<file path="config.mk">
export PLATFORM = sky130hd
export DESIGN_NAME = ptab_slot_capture
export DESIGN_NICKNAME = d
export VERILOG_FILES = /design/src/rtl/ptab_pkg.sv /design/src/rtl/ptab_slot_capture.sv
export SDC_FILE = /design/constraint.sdc
export NUM_CORES = 1
export LEC_CHECK = 0
export BUFFER_PORTS_ARGS = -buffer_cell sky130_fd_sc_hd__buf_4
export CAP_MARGIN = 20
export CORE_MARGIN = 5
export CORE_UTILIZATION = 40
export DETAILED_ROUTE_END_ITERATION = 6
export GPL_TIMING_DRIVEN = 0
export PLACE_DENSITY = 0.65
export SYNTH_ARGS = -nofsm -noshare
export SYNTH_HDL_FRONTEND = slang
export SYNTH_SLANG_ARGS = --single-unit
export TNS_END_PERCENT = 1
</file>
<file path="constraint.sdc">
create_clock -name clk -period 2.1 [get_ports clk]
set_clock_uncertainty 0.15 [all_clocks]
set_input_delay 0.105 -clock clk [delete_from_list [all_inputs] [get_ports clk]]
set_output_delay 0.105 -clock clk [all_outputs]
set_load 0.05 [all_outputs]
</file>
<file path="src/rtl/ptab_pkg.sv">
package ptab_pkg;

  localparam int unsigned SLOT_WORDS = 8;
  localparam logic [15:0] SIG_WORD = 16'hAA55;

  typedef struct packed {
    logic [7:0]  boot;
    logic [7:0]  ptype;
    logic [31:0] lba;
    logic [31:0] nsect;
    logic        used;
  } slot_t;

  function automatic logic [7:0] lo_byte(input logic [15:0] w);
    return w[7:0];
  endfunction

  function automatic logic [31:0] join_le(input logic [15:0] first_w,
                                          input logic [15:0] second_w);
    return {second_w, first_w};
  endfunction

  function automatic logic sig_ok(input logic [15:0] w);
    return w == SIG_WORD;
  endfunction

endpackage

</file>
<file path="src/rtl/ptab_slot_capture.sv">
module ptab_slot_capture
  import ptab_pkg::*;
#(
  parameter int unsigned CW = 9,
  parameter int unsigned BASE_WORD = 223
) (
  input  logic          clk,
  input  logic          rst_n,
  input  logic          clr,
  input  logic          wr,
  input  logic [CW-1:0] widx,
  input  logic [15:0]   wdata,
  output slot_t         slot
);

  localparam logic [CW-1:0] BASE = CW'(BASE_WORD);

  logic [CW-1:0] offs;
  logic          hit;

  assign offs = widx - BASE;
  assign hit  = wr && (widx >= BASE) && (offs < CW'(SLOT_WORDS));

  always_ff @(posedge clk or negedge rst_n) begin
    if (!rst_n) begin
      slot <= '0;
    end else if (clr) begin
      slot <= '0;
    end else if (hit) begin
      slot.used <= slot.used | (wdata != 16'h0000);
      case (offs[2:0])
        3'd0: slot.boot <= lo_byte(wdata);
        3'd2: slot.ptype <= lo_byte(wdata);
        3'd4: slot.lba <= join_le(wdata, slot.lba[31:16]);
        3'd5: slot.lba <= join_le(slot.lba[15:0], wdata);
        3'd6: slot.nsect <= join_le(wdata, slot.nsect[31:16]);
        3'd7: slot.nsect <= join_le(slot.nsect[15:0], wdata);
        default: ;
      endcase
    end
  end

endmodule

</file>
Word-level counts from Yosys, hierarchy flattened
Index checks and enable logic that the tools add are counted.
- reductions and logical operators: 17
- order comparisons: 2
- bitwise operators: 1
- add/sub/neg operators: 1
- muxes and demuxes: 6
- equal/unequal tests: 9
- operator list (operator ; count):
    $mux W81 ; 2
    $pmux W32 S2 ; 2
    $mux W8 ; 2
    $reduce_bool A16 Y1 ; 1
    $reduce_bool A2 Y1 ; 7
    $eq A3 B3 Y1 const B ; 4
    $reduce_and A3 Y1 ; 4
    $ge A9 B8 Y1 const B ; 1
    $lt A9 B4 Y1 const B ; 1
    $sub A9 B8 Y9 const B ; 1
    $ne A2 B2 Y1 const B ; 4
    $reduce_and A2 Y1 ; 2
    $eq A3 B2 Y1 const B ; 1
    $logic_not A3 Y1 ; 1
    $logic_and A1 B1 Y1 ; 2
    $or A1 B1 Y1 ; 1
- register bits after elaboration: 81
- word-level logic and storage cells: 43
- input port bits: 29
- output and inout port bits: 81

Depth between registers and ports, before layout
Gate-level depths: netlist (run 1).
- depth in word-level cells: 5
- gate-level depth with buffers: 7
- mapped depth without buffers: 4

Worst setup path before layout (run 1)
OpenSTA, ideal clock, no wires.
- path kind: input port to flip-flop
- start: input port widx[4]
- end: register slot[44] in the netlist's numbering
- library setup time: 0.121 ns
- data required time: 1.829 ns
- path buffers: 3
- slack: 0.283 ns
- stages: 7
- arrival: 1.546 ns
- cell sequence: or3b_1 -> buf_6 -> or4_1 -> buf_2 -> buf_6 -> nand3b_1 -> o21ai_2
- longest elaborated chain between the ends: 5
- elaborated cells between the ends (all ways): 7
- classes of those cells: 1 x add/sub; 2 x order compare; 4 x reduce/logical
- RTL lines (what ; RTL line ; source):
    start, declared ; ptab_slot_capture.sv:11 ; input logic [CW-1:0] widx,
    $sub A9 B8 Y9 / $ge A9 B8 Y1 (equally long branches) ; ptab_slot_capture.sv:21, ptab_slot_capture.sv:22 ;
    $lt A9 B4 Y1 / $logic_and A1 B1 Y1 (equally long branches) ; ptab_slot_capture.sv:22 ; assign hit = wr && (widx >= BASE) && (offs < CW'(SLOT_WORDS));
    $logic_and A1 B1 Y1 (*) ; ptab_slot_capture.sv:22 ;
    $reduce_bool A2 Y1 (no line) (*) ; n/a ;
    $reduce_and A3 Y1 (no line) (*) ; n/a ;
    end, declared ; ptab_slot_capture.sv:13 ; output slot_t slot
Mark *: on every way between the ends. The rest lies on a longest branch, timed or not.
A chain may end at the register's enable or synchronous reset.

Worst setup path after layout (run 1)
- start: input port widx[4]
- end: register slot[60] in the netlist's numbering
Same word-level chain as after synthesis.

==> results.toml, run 1 <==
[sta]
maxSlewHeadroom_pct = 42.5
finalHoldViolCount = 6
rsz0062_at_grt = "false"
fin_hold_ws_ns = -0.0185
tightest_slew_ns = 0.858
fmax_mhz = 555
fin_crit_sh_pct = 85.8
finalSetupViolations = 0
drv_slew = 0
period_minus_slack_ns = 1.80

[synth]
synthArstFlopShare_pct = 100
ys_seq_elements = 81
synth_flop_cell = "dfrtp_1"
synth_top_family_by_area = "simple AND/OR/NAND/NOR gates"
syn-num-nets = 319
postSynthCellCount = 290
synth_compound_area_share_pct = 15.1
yosys.area_share.simple_pct = 17.0
netlist_area_um2 = 3410
synth-xor-area-share_pct = 0
synth_cell_types = 29
synth-adder-area-share_pct = 0
synth-edff-count = 0
synth_mux_area_share_pct = 5.02
syn_area_per_cell_um2 = 11.8
yosysSeqAreaShare_pct = 59.4
yosys_warnings = 0

[global_route]
antenna_found_initial = 0
grt.total_usage_pct = 19.7
grt-ovfl-total = 0
grt_pass1_vias = 2850
use_met2_pct = 31.8
grt.met1_usage_pct = 27.1
grt_max_degree = 82
grt-busiest-layer = "met2"
grtUsageMet3_pct = 2.59
grt_pass1_wl_um = 15600

[cells_and_area]
layout_commonest_cell = "buf_4"
nNetsFinal = 456
antennaDiodeCount = 0
mostFrequentLayoutCells = "109 x buf_4, 81 x dfrtp_1, 33 x nand2_1"
largest_register_ff_count = 81
areaGrowthSynthToFinish_pct = 39.1
fillers = 751
multi_input_area_um2 = 1270
final-instance-count-excl-fill = 536
layout-drive-gt1-share_pct = 35.3
register_area_um2 = 2030
top_regs = "slot: 81 flops"
regMostFlops = "slot"

[clock_tree]
clock_sinks = 81
cts_buffer_depth = 2
cts_made_buffers = 9
clk_pin_slew_ns = 0.08
clock_latency_ns = 0.34
cts_tree = "yes"
ctsHtreeMaxLevel = 3
root_buffer = "clkbuf_8"

[placement]
place_congestion = 0.793
dp_hpwl_um = 6760
dp_cells = 503
port_buffers = 108

[floorplan]
dieArea_um2 = 10500
core_area_um2 = 8260
row_count = 33
start_util_pct = 41.3
die_x_um = 102
dieHeight_um = 102
ios = 110

[power]
p_total_mw = 2.92
leakagePower_nw = 2.28
irDropWorstVdd_v = 0.000302
powerDensity_nw_per_um2 = 616

[worst_setup_path]
worstPathCellList = "buf_4 -> or3b_1 -> buf_6 -> nor4b_2 -> buf_2 -> a22o_1"
start_kind = "input port"
r2r_setup_slack_ns = 1.20
cp_max_fo = 10
critPathMaxStageDelay_ns = 0.67
cp.required_ns = 2.23
crit_arrival_ns = 1.93
path_buf_inv = 3
crit_family = "simple AND/OR/NAND/NOR gates"
crit_type = "input port to flip-flop"
end_kind = "flip-flop"
cpMaxStageDelayCell = "nor4b_2"

[drt]
drt_first_pass_iters = 4
vias = 2823
ant_nets = 0
vias_per_cell = 5.27
routed_wl_um = 9770
drcViolationCount = 0
drt-initial-drc-count = 150
wl_per_cell_um = 18.2

[min_path]
hp-class = "input port to async pin"

[status]
violations = "hold timing"
outcome = "complete, but fails checks"

[run]
drv_cap = 0
==> synthesized netlist by cell type (2+ instances only) <==
master / instances / area (um2)
nand3b_1: 19 / 143
a22o_1: 32 / 280
clkbuf_1: 12 / 45.0
o21ai_2: 14 / 123
mux2i_1: 16 / 160
buf_2: 3 / 15.0
nor4_1: 4 / 25.0
a21oi_1: 17 / 85.1
nand2_1: 33 / 124
nor3_2: 2 / 20.0
nor2_1: 19 / 71.3
dfrtp_1: 81 / 2030
o21ai_1: 2 / 10.0
nor4_4: 2 / 42.5
buf_6: 4 / 45.0
nand3_1: 17 / 85.1
==> cell families after synthesis <==
family                 after synthesis
and+or+nand+nor                    104
DFF                                 81
AOI/OAI and AO/OA                   67
buffers and inverters               21
muxes                               17
==> repair_timing <==
item / CTS / global route
hold buffers: 17 / 0
buffers inserted: 0 / 0
resized for setup: 0 / 0
endpoints found under the hold margin: 161 / 0
==> final cells by class <==
class / count / area share, %
buffer: 20 / 2.37
clock buffer: 12 / 3.27
clock inverter: 3 / 0.843
inverter: 1 / 0.0791
multi-input combinational: 188 / 26.7
sequential: 81 / 42.7
tap: 105 / 2.77
timing repair buffer: 126 / 21.2
==> path summary, 6_finish.rpt <==
path | end | cells after the start | start
worst min-delay path | slot[77] | 2 | rst_n
max in group asynchronous | slot[59] | 3 | rst_n
worst max register to register | slot[76] | 2 | slot[76]
worst min register to register | slot[23] | 1 | slot[23]
min in group clk | slot[67] | 4 | widx[2]
worst max-delay path | slot[60] | 6 | widx[4]
==> power breakdown <==
group | switching (mW) | total (mW) | internal, mW
Clock | 0.532 | 1.14 | 0.605
Combinational | 0.143 | 0.227 | 0.0840
Sequential | 0.000705 | 1.56 | 1.56
==> worst register-to-register path, stage by stage (launching register included) <==
cell	delay [ns]
dfrtp_1	0.39
mux2i_1	0.17
nor2_1	0.06
==> routing by layer <==
metal  routed length [um]  vias to the layer above
met4                  146                        0
li1                     -                     1328
met2                 4900                       71
met3                  440                       11
met1                 4290                     1413
met5                    0                        -
==> per-stage QoR <==
step / setup WS (ns) / utilization, % / TNS [ns] / area [um2]
after CTS: 0.309 / 57.2 / 0 / 4720
after global placement: -0.0716 / 52.7 / -0.671 / 4360
final: 0.298 / 57.5 / 0 / 4750
after global routing: 0.167 / 57.5 / 0 / 4750
after floorplan: 0.283 / - / 0 / 3410
after detailed placement: -0.0537 / 52.7 / -0.465 / 4360
No activity file was read; power rests on OpenSTA's default activity.
==> run 2, diff against run 1 <==
--- a/config.mk
+++ b/config.mk
@@ -5,13 +5,14 @@
 export SDC_FILE = /design/constraint.sdc
 export NUM_CORES = 1
 export LEC_CHECK = 0
+export ABC_AREA = 1
 export BUFFER_PORTS_ARGS = -buffer_cell sky130_fd_sc_hd__buf_4
 export CAP_MARGIN = 20
 export CORE_MARGIN = 5
-export CORE_UTILIZATION = 40
+export CORE_UTILIZATION = 30
 export DETAILED_ROUTE_END_ITERATION = 6
+export GPL_ROUTABILITY_DRIVEN = 0
 export GPL_TIMING_DRIVEN = 0
-export PLACE_DENSITY = 0.65
 export SYNTH_ARGS = -nofsm -noshare
 export SYNTH_HDL_FRONTEND = slang
 export SYNTH_SLANG_ARGS = --single-unit
==> run 2 against run 1 <==
Against the previous run:
- worst setup slack improved by 0.41 ns
- sequential cell count is the same
- critical endpoint is now slot[69]
- largest power group unchanged
- wire length rose by 24%
- clock power rose by 37%
- the run now ends clean
- largest cell class unchanged
- via count rose by 29%
- register-to-register slack gained 0.08 ns
- synthesized area rose by 9.0%
- critical path depth unchanged
- combinational power rose to 2.6 times the previous value
==> results.toml, run 2 <==
[cells_and_area]
layout-drive-gt1-share_pct = 24.9
fillers = 1186
areaGrowthSynthToFinish_pct = 40.7
mostFrequentLayoutCells = "157 x nand2_1, 108 x buf_4, 88 x nand3_1"
register_area_um2 = 2030
top_regs = "slot: 81 flops"
regMostFlops = "slot"
nNetsFinal = 623
layout_commonest_cell = "nand2_1"
largest_register_ff_count = 81
multi_input_area_um2 = 1460
antennaDiodeCount = 0

[global_route]
grt_pass1_vias = 3686
grt_max_degree = 82
grt.total_usage_pct = 16.9
grt_pass1_wl_um = 19500
grt-ovfl-total = 0
antenna_found_initial = 0

[clock_tree]
cts_made_buffers = 9
ctsHtreeMaxLevel = 3
clock_sinks = 81
cts_buffer_depth = 2
clock_latency_ns = 0.34
ctsResizeCount = 0
clk_pin_slew_ns = 0.05
root_buffer = "clkbuf_16"
cts_setup_buffers = 0
cts_tree = "yes"

[synth]
synth_top_area_share_pct = 54.5
synth_flop_cell = "dfrtp_1"
postSynthCellCount = 457
netlist_area_um2 = 3720
ys_seq_elements = 81
synth_most_common_cell = "nand2_1"
syn_area_per_cell_um2 = 8.14
synthArstFlopShare_pct = 100
yosysSeqAreaShare_pct = 54.5
syn-num-nets = 486
yosys_warnings = 0
synthTopCellsByArea = "dfrtp_1 54%, nand2_1 16%, nand3_1 12%, nor3_1 4.3%, inv_1 2.6%"
synthTopCellsByCount = "157 x nand2_1, 88 x nand3_1, 81 x dfrtp_1"
synth-edff-count = 0
synth_cell_types = 20
yosysTopAreaCell = "dfrtp_1"

[worst_setup_path]
start_kind = "input port"
cp.required_ns = 2.22
crit_arrival_ns = 1.52
cp_max_fo = 10
end_kind = "flip-flop"
cp-startpoint = "clr"
crit_type = "input port to flip-flop"
r2r-start = "slot[70]"

[sta]
rsz0062_at_grt = "false"
fmax_mhz = 718
fin_crit_sh_pct = 66.3
fin_hold_ws_ns = 0.0640
tightest_slew_ns = 0.529
maxSlewHeadroom_pct = 64.7
finalHoldViolCount = 0
finalSetupViolations = 0
period_minus_slack_ns = 1.39
tns_ns = 0
drv_slew = 0

[power]
powerDensity_nw_per_um2 = 724
irDropWorstVdd_v = 0.000387
leakagePower_nw = 2.91

[min_path]
hp-start = "clr"
hp-class = "input port to flip-flop"

[floorplan]
core_area_um2 = 12100
dieHeight_um = 121
die_x_um = 121
row_count = 40
start_util_pct = 30.9
dieArea_um2 = 14700
ios = 110

[placement]
port_buffers = 108
dp_hpwl_um = 8850

[status]
outcome = "completed"

[drt]
ant_nets = 0
wl_per_cell_um = 15.8
drt-initial-drc-count = 331
drt_first_pass_iters = 5
drcViolationCount = 0
vias = 3637
vias_per_cell = 4.75
routed_wl_um = 12100

[run]
drv_cap = 0
==> run 2: cell count changes after synthesis, moves of 19 or more <==
cell      before  now
nand3_1       17   88
nand2_1       33  157
inv_1          1   26
nand3b_1      19    0
a22o_1        32    0
nor3_1         1   32
==> run 2: stage by stage <==
stage          cells  total power, mW  util [%]  instance area, um2  worst slack [ns]
3_3_place_gp     733             2.22      39.3                4740             0.395
6_report         766             3.79      43.4                5240             0.707
3_5_place_dp     733             2.22      39.3                4740             0.377
2_1_floorplan    457             1.99         -                3720             0.746
4_1_cts          765             3.83      43.2                5210             0.718
5_1_grt          766             3.94      43.4                5240             0.570
==> run 2: worst max-delay path: stages <==
cell      delay (ns)
buf_2           0.14
inv_1           0.21
clkbuf_1        0.45
clkbuf_1        0.40
nand3_1         0.12
nand2_1         0.08
==> run 2: final cells by class <==
cell class | instances | share of cell area [%]
Buffer | 26 | 2.56
Sequential cell | 81 | 38.7
Clock buffer | 12 | 4.90
Timing Repair Buffer | 126 | 19.3
Multi-Input combinational cell | 324 | 27.9
Tap cell | 168 | 4.01
Inverter | 26 | 1.86
Clock inverter | 3 | 0.765
==> run 2: final timing paths <==
kind / end / slack, ns / cells after the start
hold reg to reg: slot[30] / 0.32 / 2
max in group asynchronous: slot[67] / 1.12 / 3
min in group asynchronous: slot[46] / 0.09 / 2
setup reg to reg: slot[70] / 1.28 / 2
hold / removal: slot[72] / 0.06 / 4
setup / recovery: slot[69] / 0.71 / 6
==> run 2: power by group <==
part           switching (mW)  leakage [nW]  total [mW]  internal (mW)
clock network           0.589         0.148        1.56          0.974
logic                   0.407          1.66       0.591          0.184
registers              0.0285          1.11        1.64           1.61
total                    1.02          2.91        3.79           2.77
==> run 2: per-layer routing <==
layer	wire length, um	up-vias	global-route usage [%]
met5	0	-	0
met4	309	0	7.28
met3	969	24	5.13
met2	5560	122	26.3
met1	5270	1728	21.8
li1	-	1763	-
==> run 2: timing repair <==
item	4_1_cts	5_1_grt
hold buffers	17	0
setup endpoints to repair	0	0
hold endpoints to repair	105	0
==> run 2: kinds of logic (layout without fill, tap and decap cells) <==
family                 count (synthesis)  count (layout)  share of synthesized area, %
DFF                                   81              81                          54.5
buffers and inverters                 52             193                          6.22
and+or+nand+nor                      321             321                          38.7
AOI/OAI and AO/OA                      3               3                         0.571
==> run 3, diff against run 2 <==
--- a/config.mk
+++ b/config.mk
@@ -5,7 +5,7 @@
 export SDC_FILE = /design/constraint.sdc
 export NUM_CORES = 1
 export LEC_CHECK = 0
-export ABC_AREA = 1
+export ABC_AREA = 0
 export BUFFER_PORTS_ARGS = -buffer_cell sky130_fd_sc_hd__buf_4
 export CAP_MARGIN = 20
 export CORE_MARGIN = 5
==> constraint.sdc (replaced) <==
create_clock -name clk -period 1.4 [get_ports clk]
set_clock_uncertainty 0.15 [all_clocks]
set_input_delay 0.07 -clock clk [delete_from_list [all_inputs] [get_ports clk]]
set_output_delay 0.07 -clock clk [all_outputs]
set_load 0.05 [all_outputs]
==> run 3 against run 2 <==
Against the previous run:
- the flow now finishes with violations (setup timing)
- critical path depth up 1
- worst hold slack better by 0.017 ns
- first-iteration DRC count down 53%
- register-to-register slack worse by 0.76 ns
- clock power up 37%
- utilization up 1.8 points
- worst setup slack worse by 0.78 ns
- wire length down 9.3%
- largest power group unchanged
==> results.toml, run 3 (synthesis results as in run 1) <==
[status]
outcome = "complete, but fails checks"
violations = "setup timing"

[floorplan]
dieHeight_um = 117
die_x_um = 117
ios = 110
dieArea_um2 = 13600
start_util_pct = 30.3
row_count = 39
core_area_um2 = 11300

[drt]
vias = 2908
routed_wl_um = 11000
drt_first_pass_iters = 4
vias_per_cell = 4.96
drt-initial-drc-count = 155
drcViolationCount = 0
ant_nets = 0
wl_per_cell_um = 18.8

[power]
power.internal_mw = 3.68
p_seq_share_pct = 48.1
powerDensity_nw_per_um2 = 955
pwr-share-clk_pct = 44.0
leakagePower_nw = 2.44
p_total_mw = 4.87
p_switching_mw = 1.18
combPwrFrac_pct = 7.9
irDropWorstVdd_v = 0.000582
power.share.switching_pct = 24.3

[clock_tree]
ctsHtreeMaxLevel = 3
root_buffer = "clkbuf_16"
cts_tree = "yes"
clock_latency_ns = 0.33
cts_buffer_depth = 2
cts_made_buffers = 9
clk_pin_slew_ns = 0.06
clock_sinks = 81

[worst_setup_path]
reg2reg_depth = 1
cp_max_fo = 10
crit_end = "slot[37]"
worstPathCellList = "buf_6 -> or3b_4 -> buf_6 -> or4_4 -> buf_6 -> nand3b_1 -> o21ai_2"
end_kind = "flip-flop"
r2r_end = "slot[28]"
crit_type = "input port to flip-flop"
crit_family = "simple AND/OR/NAND/NOR gates"
cp.depth = 7
cp-startpoint = "widx[4]"
cp.required_ns = 1.47
r2r_setup_slack_ns = 0.52
critPathMaxStageDelay_ns = 0.46
start_kind = "input port"
crit_arrival_ns = 1.54
crit_top_cell = "buf_6"
r2r-start = "slot[28]"
path_buf_inv = 3
cpMaxStageDelayCell = "or4_4"

[sta]
finalHoldViolCount = 0
maxSlewHeadroom_pct = 62.5
drv_slew = 0
rsz0062_at_grt = "true"
fmax_mhz = 678
period_minus_slack_ns = 1.47
tightest_slew_ns = 0.562
finalSetupViolations = 32
setup_ws_ns = -0.0745
fin_crit_sh_pct = 105

[global_route]
grt-ovfl-total = 0
grt.total_usage_pct = 16.3
grt_pass1_wl_um = 16700
grt_pass1_vias = 2964
grt_max_degree = 82
antenna_found_initial = 0

[cells_and_area]
fin_area_um2 = 5100
fillers = 1053
areaGrowthSynthToFinish_pct = 49.4
top_regs = "slot: 81 flops"
final_util_pct = 45.2
nNetsFinal = 467
antennaDiodeCount = 0
layout-drive-gt1-share_pct = 40.9
largest_register_ff_count = 81
mostFrequentLayoutCells = "115 x buf_4, 81 x dfrtp_1, 33 x nand2_1"
regMostFlops = "slot"
layout_commonest_cell = "buf_4"

[placement]
dp_hpwl_um = 7450
placed_cell_area_um2 = 4410
preCtsSetupSlack_ns = -0.777
port_buffers = 108

[run]
drv_cap = 0

[min_path]
hp-class = "input port to flip-flop"
run 3: cell types whose count changed in the layout (fill, tap and decap cells not counted), sizes merged, moves of 16 or more:
cell | before | now
nand3b | 0 | 19
inv | 26 | 1
a21oi | 1 | 17
a22o | 0 | 32
nand2 | 161 | 33
nor3 | 34 | 3
mux2i | 0 | 16
nand3 | 90 | 17
run 3: timing repair:
action,in CTS,in global routing
hold buffers,17,0
gates cloned,1,0
pin swaps,19,15
hold endpoints to repair,161,0
resized for setup,24,15
setup endpoints to repair,80,69
buffers inserted,6,7
run 3: per-layer routing:
metal / up-vias / GRT usage, % / wire [um]
met3: 20 / 3.47 / 614
met1: 1464 / 21.5 / 4860
met2: 84 / 26.4 / 5260
met4: 0 / 6.19 / 261
met5: - / 0 / 0
li1: 1340 / - / -
run 3: worst min path at each step:
stage	from	end	slack, ns	cells past startpoint
floorplan	rst_n	slot[0]	-0.38	0
global placement	rst_n	slot[52]	0.16	1
detailed placement	rst_n	slot[35]	0.18	1
CTS	widx[2]	slot[33]	0.06	4
global route	widx[8]	slot[0]	0.11	3
finish	widx[2]	slot[33]	0.08	4
run 3: power by group through the flow:
stage	Sequential (mW)	Combinational, mW	Clock, mW
after floorplan	2.39	0.0941	0
after global placement	2.39	0.304	0
after detailed placement	2.39	0.306	0
after CTS	2.34	0.364	2.21
after global routing	2.34	0.417	2.31
final	2.34	0.383	2.14
run 3: area by class of cell:
cell class / count / area [um2] / area share [%]
Timing Repair Buffer: 140 / 1140 / 22.4
Multi-Input combinational cell: 188 / 1350 / 26.4
Inverter: 1 / 3.75 / 0.0736
Clock buffer: 9 / 225 / 4.42
Sequential cell: 81 / 2030 / 39.7
Tap cell: 143 / 179 / 3.51
Clock inverter: 7 / 47.5 / 0.932
Buffer: 17 / 129 / 2.53
run 3: through the flow:
stage	instances	setup TNS (ns)	hold slack (ns)
5_1_grt	586	-2.98	0.115
6_report	586	-1.25	0.0810
2_1_floorplan	290	-20.54	-0.376
4_1_cts	579	-2.89	0.0565
3_5_place_dp	541	-48.61	0.177
3_3_place_gp	541	-46.90	0.164
